[config.mk]
export PLATFORM = sky130hd
export DESIGN_NAME = dac_pacer
export DESIGN_NICKNAME = d
export VERILOG_FILES = /design/src/rtl/dac_pacer_pkg.sv /design/src/rtl/dac_pacer_trig.sv /design/src/rtl/dac_pacer_rate.sv /design/src/rtl/dac_pacer.sv
export SDC_FILE = /design/constraint.sdc
export NUM_CORES = 1
export LEC_CHECK = 0
export ABC_AREA = 1
export BUFFER_PORTS_ARGS = -buffer_cell sky130_fd_sc_hd__buf_2
export CAP_MARGIN = 25
export CORE_ASPECT_RATIO = 1.75
export CORE_UTILIZATION = 43
export CTS_BUF_LIST = sky130_fd_sc_hd__clkbuf_2 sky130_fd_sc_hd__clkbuf_4 sky130_fd_sc_hd__clkbuf_8
export DETAILED_ROUTE_END_ITERATION = 8
export PLACE_DENSITY = 0.67
export REMOVE_ABC_BUFFERS = 1
export SYNTH_ARGS = -nofsm -noshare
export SYNTH_HDL_FRONTEND = slang
export SYNTH_HIERARCHICAL = 1
export SYNTH_SLANG_ARGS = --single-unit
[constraint.sdc]
create_clock -name clk -period 6.4 [get_ports clk]
set_clock_uncertainty 0.15 [all_clocks]
set_input_delay 0.64 -clock clk [delete_from_list [all_inputs] [get_ports clk]]
set_output_delay 0.64 -clock clk [all_outputs]
set_load 0.1 [all_outputs]
[src/rtl/dac_pacer_pkg.sv]
package dac_pacer_pkg;

    typedef enum logic [1:0] {
        ST_IDLE = 2'd0,
        ST_PEND = 2'd1,
        ST_RUN  = 2'd2
    } pace_state_e;

    typedef enum logic [1:0] {
        MODE_DIRECT  = 2'b00,
        MODE_STEP    = 2'b01,
        MODE_BUFFER  = 2'b10,
        MODE_EXTDATA = 2'b11
    } pace_mode_e;

endpackage

[src/rtl/dac_pacer_trig.sv]
module dac_pacer_trig #(
    parameter int SYNC_STAGES = 2
) (
    input  logic clk,
    input  logic rst_n,
    input  logic cfg_cont,
    input  logic cfg_sync,
    input  logic cfg_hw_en,
    input  logic sw_wr,
    input  logic sw_wdata,
    input  logic hw_in,
    output logic sw_q,
    output logic trig_evt,
    output logic trig_lvl
);
    logic [SYNC_STAGES-1:0] chain_q;
    logic hw_s, hw_s_d;
    logic hw_evt, hw_lvl;

    generate
        if (SYNC_STAGES == 1) begin : g_one
            always_ff @(posedge clk or negedge rst_n) begin
                if (!rst_n) chain_q <= '0;
                else        chain_q <= hw_in;
            end
        end else begin : g_multi
            always_ff @(posedge clk or negedge rst_n) begin
                if (!rst_n) chain_q <= '0;
                else        chain_q <= {chain_q[SYNC_STAGES-2:0], hw_in};
            end
        end
    endgenerate

    assign hw_s = chain_q[SYNC_STAGES-1];

    always_ff @(posedge clk or negedge rst_n) begin
        if (!rst_n) begin
            hw_s_d <= 1'b0;
            sw_q   <= 1'b0;
        end else begin
            hw_s_d <= hw_s;
            if (sw_wr)
                sw_q <= sw_wdata;
            else if (!cfg_cont && sw_q)
                sw_q <= 1'b0;          // consumed as a single-shot event
        end
    end

    assign hw_evt   = cfg_hw_en & (cfg_sync ? hw_in : (hw_s & ~hw_s_d));
    assign hw_lvl   = cfg_hw_en & (cfg_sync ? hw_in : hw_s);
    assign trig_evt = ~cfg_cont & (sw_q | hw_evt);
    assign trig_lvl =  cfg_cont & (sw_q | hw_lvl);

    AST_SW_SELF_CLEAR: assert property (@(posedge clk) disable iff (!rst_n)
        (sw_q && !cfg_cont && !sw_wr) |=> !sw_q);

endmodule

[src/rtl/dac_pacer_rate.sv]
module dac_pacer_rate #(
    parameter int CNT_W = 16
) (
    input  logic             clk,
    input  logic             rst_n,
    input  logic [CNT_W-1:0] interval,
    input  logic             load,
    output logic             ready
);
    logic [CNT_W-1:0] cnt_q;

    always_ff @(posedge clk or negedge rst_n) begin
        if (!rst_n)
            cnt_q <= '0;
        else if (load)
            cnt_q <= (interval == '0) ? '0 : interval - CNT_W'(1);
        else if (cnt_q != '0)
            cnt_q <= cnt_q - CNT_W'(1);
    end

    assign ready = (cnt_q == '0);

endmodule

[src/rtl/dac_pacer.sv]
module dac_pacer
    import dac_pacer_pkg::*;
#(
    parameter int DATA_W      = 12,
    parameter int CNT_W       = 16,
    parameter int SYNC_STAGES = 2
) (
    input  logic              clk,
    input  logic              rst_n,
    input  logic [1:0]        cfg_mode,
    input  logic              cfg_cont,
    input  logic              cfg_sync,
    input  logic              cfg_hw_en,
    input  logic [CNT_W-1:0]  cfg_interval,
    input  logic              sw_trig_wr,
    input  logic              sw_trig_wdata,
    output logic              sw_trig_q,
    input  logic              hw_trig_in,
    input  logic              direct_wr,
    input  logic [DATA_W-1:0] direct_data,
    input  logic              src_valid,
    input  logic [DATA_W-1:0] src_data,
    output logic              src_pop,
    input  logic              empty_clr,
    output logic              empty_flag,
    output logic [DATA_W-1:0] dac_out,
    output logic              dac_upd
);
    pace_state_e state_q, state_d;
    logic trig_evt, trig_lvl, rate_ready;
    logic is_direct, req, fire, take, starve, load;

    dac_pacer_trig #(.SYNC_STAGES(SYNC_STAGES)) trig_i (
        .clk(clk), .rst_n(rst_n),
        .cfg_cont(cfg_cont), .cfg_sync(cfg_sync), .cfg_hw_en(cfg_hw_en),
        .sw_wr(sw_trig_wr), .sw_wdata(sw_trig_wdata), .hw_in(hw_trig_in),
        .sw_q(sw_trig_q), .trig_evt(trig_evt), .trig_lvl(trig_lvl)
    );

    dac_pacer_rate #(.CNT_W(CNT_W)) rate_i (
        .clk(clk), .rst_n(rst_n),
        .interval(cfg_interval), .load(load), .ready(rate_ready)
    );

    assign is_direct = (cfg_mode == MODE_DIRECT);

    always_comb begin
        if (is_direct)     req = direct_wr;
        else if (cfg_cont) req = trig_lvl;
        else               req = trig_evt | (state_q == ST_PEND);
    end

    assign fire    = rate_ready & req;
    assign take    = fire & ~is_direct & src_valid;
    assign starve  = fire & ~is_direct & ~src_valid;
    assign load    = take | (fire & is_direct);
    assign src_pop = take;

    // next-state logic
    always_comb begin
        state_d = state_q;
        unique case (state_q)
            ST_IDLE: begin
                if (!is_direct && !cfg_cont && trig_evt && !rate_ready)
                    state_d = ST_PEND;
                else if (!is_direct && cfg_cont && trig_lvl)
                    state_d = ST_RUN;
            end
            ST_PEND: begin
                if (is_direct || cfg_cont || rate_ready)
                    state_d = ST_IDLE;
            end
            ST_RUN: begin
                if (is_direct || !cfg_cont || !trig_lvl)
                    state_d = ST_IDLE;
            end
            default: state_d = ST_IDLE;
        endcase
    end

    always_ff @(posedge clk or negedge rst_n) begin
        if (!rst_n) state_q <= ST_IDLE;
        else        state_q <= state_d;
    end

    // output register process
    always_ff @(posedge clk or negedge rst_n) begin
        if (!rst_n) begin
            dac_out    <= '0;
            dac_upd    <= 1'b0;
            empty_flag <= 1'b0;
        end else begin
            dac_upd <= 1'b0;
            if (fire && is_direct) begin
                dac_out <= direct_data;
                dac_upd <= 1'b1;
            end else if (take) begin
                dac_out <= src_data;
                dac_upd <= 1'b1;
            end
            if (starve)         empty_flag <= 1'b1;
            else if (empty_clr) empty_flag <= 1'b0;
        end
    end

    // spacing monitor, independent of the rate counter
    logic [CNT_W-1:0] gap_q;
    always_ff @(posedge clk or negedge rst_n) begin
        if (!rst_n)             gap_q <= '1;
        else if (load)          gap_q <= CNT_W'(1);
        else if (gap_q != '1)   gap_q <= gap_q + CNT_W'(1);
    end

    AST_MIN_SPACING: assert property (@(posedge clk) disable iff (!rst_n)
        load |-> (gap_q >= cfg_interval));
    AST_OUT_HOLD: assert property (@(posedge clk) disable iff (!rst_n)
        !$stable(dac_out) |-> dac_upd);
    AST_POP_UPDATES: assert property (@(posedge clk) disable iff (!rst_n)
        src_pop |=> (dac_upd && dac_out == $past(src_data)));
    AST_EMPTY_STICKY: assert property (@(posedge clk) disable iff (!rst_n)
        (empty_flag && !empty_clr) |=> empty_flag);
    AST_PEND_SERVICE: assert property (@(posedge clk) disable iff (!rst_n)
        (state_q == ST_PEND && rate_ready && !cfg_cont && !is_direct && src_valid) |=> dac_upd);

endmodule

==> results.py <==
metrics = {
    "floorplan": {
        "core_area_sq_um": 6490,
        "pin_count": 69,
        "start_util_pct": 44.3,
        "die-width_microns": 63.8,
        "rows": 39,
        "dieArea_sq_um": 7030,
        "die_h_microns": 110,
    },
    "finish": {
        "area_delta_synth_final_pct": 15.7,
        "insertedDiodeCount": 0,
        "drive_gt1_share_pct": 29.7,
        "fillers": 645,
        "finalNonFillerCells": 554,
        "final_nets": 527,
    },
    "setup_path": {
        "crit_path_start_kind": "register",
        "setup.worst_path.end_class": "register",
        "critPathMaxFanout": 29,
        "path_class": "reg -> reg",
        "crit_chain": "inv_2, ha_1, inv_1, nor2_1, nand3_1, nand3b_1, inv_1, buf_4, o211ai_4, inv_1, inv_1, nand2_1, nor2_1, nor2_1, nor2_2",
        "max_stage_delay_ns": 0.53,
        "cp_data_required_time_ns": 6.42,
        "cp.arrival_ns": 3.35,
        "cpMostUsedCell": "inv_1",
        "slowest_stage": "inv_1",
    },
    "pwr": {
        "pwr-share-comb_pct": 45.4,
        "switching_share_pct": 44.2,
        "power.internal_w": 0.000528,
        "leakagePower_nw": 1.73,
        "clkPwrFrac_pct": 18.3,
        "powerDensity_nw_per_um2": 285,
        "p_seq_share_pct": 36.3,
        "p_switching_w": 0.000418,
        "ir_worst_vdd_mv": 0.0993,
    },
    "routing": {
        "num_vias": 2875,
        "drt-vias-per-instance": 5.19,
        "wl_microns": 6900,
        "drc": 0,
        "wire_per_inst_microns": 12.5,
        "drt_iter0_drc": 134,
        "drt-pass1-iter-count": 4,
        "ant_nets": 0,
    },
    "clocking": {
        "cts_sinks": 36,
        "root_buffer": "clkbuf_8",
        "cts_buffers": 5,
        "ctsHoldBuffers": 0,
        "cts_tree": "done",
        "clk_pin_slew_ns": 0.07,
        "clkLatencyLatePin_ns": 0.28,
        "postCtsSetupBuffers": 0,
        "cts_max_path_buffers": 2,
        "postCtsResizedCells": 0,
        "cts.htree.levels": 2,
    },
    "global_route": {
        "grt_usage_pct": 21.1,
        "grt_pass1_wl_microns": 11700,
        "overflow": 0,
        "grt_max_degree": 37,
        "antenna_found_initial": 0,
        "grt_pass1_vias": 2746,
    },
    "logic_synthesis": {
        "ys_seq_elements": 36,
        "yosys_warnings": 6,
        "synth.distinct_cells": 32,
        "synth_xor_area_share_pct": 2.13,
        "synth_top_family_by_area": "simple AND/OR/NAND/NOR gates",
        "synth_area_per_cell_sq_um": 7.04,
        "netlist_instances": 408,
        "synthAdderAreaFrac_pct": 1.31,
        "synth_compound_area_share_pct": 11.9,
        "synth.area.mux_share_pct": 0,
        "synthesis.area_sq_um": 2870,
        "yosys.area_share.simple_pct": 43.5,
        "synth_seq_area_share_pct": 31.3,
    },
    "sta": {
        "finalWorstSetupSlack_ns": 3.07,
        "drv_slew": 0,
        "worst_slew_pin_slew_ns": 0.792,
        "hold_viol_final": 0,
        "period_share_pct": 52.0,
        "maxSlewHeadroom_pct": 47.2,
        "max_freq_ghz": 0.300,
        "fin_tns_setup_ns": 0,
        "rsz0062_at_grt": "false",
        "fin_crit_ns": 3.33,
        "setup_viol": 0,
    },
    "flow_run": {
        "drv_cap": 0,
    },
    "status": {
        "outcome": "finished clean",
    },
    "placed_design": {
        "placed_cells": 546,
        "post-place-ws_ns": 2.99,
        "place.gp.congestion": 0.873,
        "portBuffers": 68,
        "dp_hpwl_microns": 5520,
    },
    "min_path": {
        "hp-class": "reg -> reg",
    },
}
-- routing by layer --
layer  GRT usage, %  vias up  part of all wire, %
met5              0        -                    0
met1           20.2     1295                   36
met4           14.0        0                  3.7
met3           3.29       21                  4.3
met2           40.7      102                   56
li1               -     1457                    -
-- layout make-up --
cell class	instances	area (sq um)	share of cell area, %
Tap cell	82	103	3.09
Inverter	49	184	5.53
Sequential cell	36	901	27.1
Clock buffer	8	97.6	2.93
Multi-Input combinational cell	310	1690	50.9
Timing Repair Buffer	69	348	10.5
-- kinds of logic (layout without fill, tap and decap cells) --
logic type | Yosys count | in the layout
AND/OR/NAND/NOR | 256 | 256
buffers and inverters | 62 | 126
AO/OA/AOI/OAI | 44 | 44
flip-flops | 36 | 36
XOR/XNOR | 7 | 7
adder cells (fa/ha/maj) | 3 | 3
-- synthesized netlist by cell type, drive strengths merged --
cell type,instances,area [sq um]
buf,10,85.1
inv,49,184
nand4,22,138
or2,1,6.26
clkbuf,3,11.3
o211ai,1,21.3
nand2,140,576
xor2,7,61.3
o21ai,12,60.1
dfrtp,36,901
nor3,5,35.0
nand3,23,135
a21oi,17,134
nor2,61,332
ha,3,37.5
o21bai,1,7.51
o2111ai,12,105
nand3b,4,30.0
a2111oi,1,15.0
-- critical path: cells and delay by family (launching register included) --
family	cells	cell delay, ns
flops	1	0.42
fa+ha+maj	1	0.16
simple gates	7	0.73
buf+inv	6	1.48
compound gates	1	0.26
-- metrics by stage --
stage               util, %  cell area [sq um]  hold slack, ns  power (W)
floorplan                 -               2780           0.181   0.000668
global placement       49.7               3230           0.185   0.000760
detailed placement     49.7               3230           0.203   0.000770
CTS                    51.2               3330           0.218   0.000946
global route           51.2               3330           0.230    0.00102
finish                 51.2               3330           0.214   0.000946
-- state kept, by name, summed over array words and instances (netlist names) --
register / cells
rate_i/cnt_q: 16
dac_out: 12
state_q: 2
trig_i/chain_q: 2
dac_upd: 1
empty_flag: 1
trig_i/hw_s_d: 1
trig_i/sw_q: 1
-- final timing paths --
kind / start / to / slack (ns) / depth (start not counted)
max: rate_i/cnt_q[0]$_DFFE_PN0P_ / rate_i/cnt_q[9]$_DFFE_PN0P_ / 3.07 / 15
min: trig_i/chain_q[0]$_DFF_PN0_ / trig_i/chain_q[1]$_DFF_PN0_ / 0.21 / 0
max reg2reg: rate_i/cnt_q[0]$_DFFE_PN0P_ / rate_i/cnt_q[9]$_DFFE_PN0P_ / 3.07 / 15
min reg2reg: trig_i/chain_q[0]$_DFF_PN0_ / trig_i/chain_q[1]$_DFF_PN0_ / 0.21 / 0
max in group asynchronous: rst_n / dac_out[6]$_DFFE_PN0P_ / 5.31 / 1
min in group asynchronous: rst_n / rate_i/cnt_q[4]$_DFFE_PN0P_ / 0.29 / 1
-- power by group through the flow --
stage	combinational [W]	clock [W]	sequential, W
6_report	0.000430	0.000173	0.000343
5_1_grt	0.000480	0.000186	0.000350
4_1_cts	0.000426	0.000177	0.000342
3_5_place_dp	0.000424	0	0.000346
3_3_place_gp	0.000415	0	0.000345
2_1_floorplan	0.000293	0	0.000375
-- cell usage in the layout, fill, tap and decap left out, drive strengths merged, types with 3 or more instances in the layout --
cell       n
nand4     22
nor2      61
dfrtp     36
a21oi     17
o2111ai   12
inv       49
buf       69
nand3b     4
nand2    140
nand3     23
xor2       7
nor3       5
clkbuf     8
o21ai     12
ha         3
Note: power is estimated with default switching activity, not from simulation.
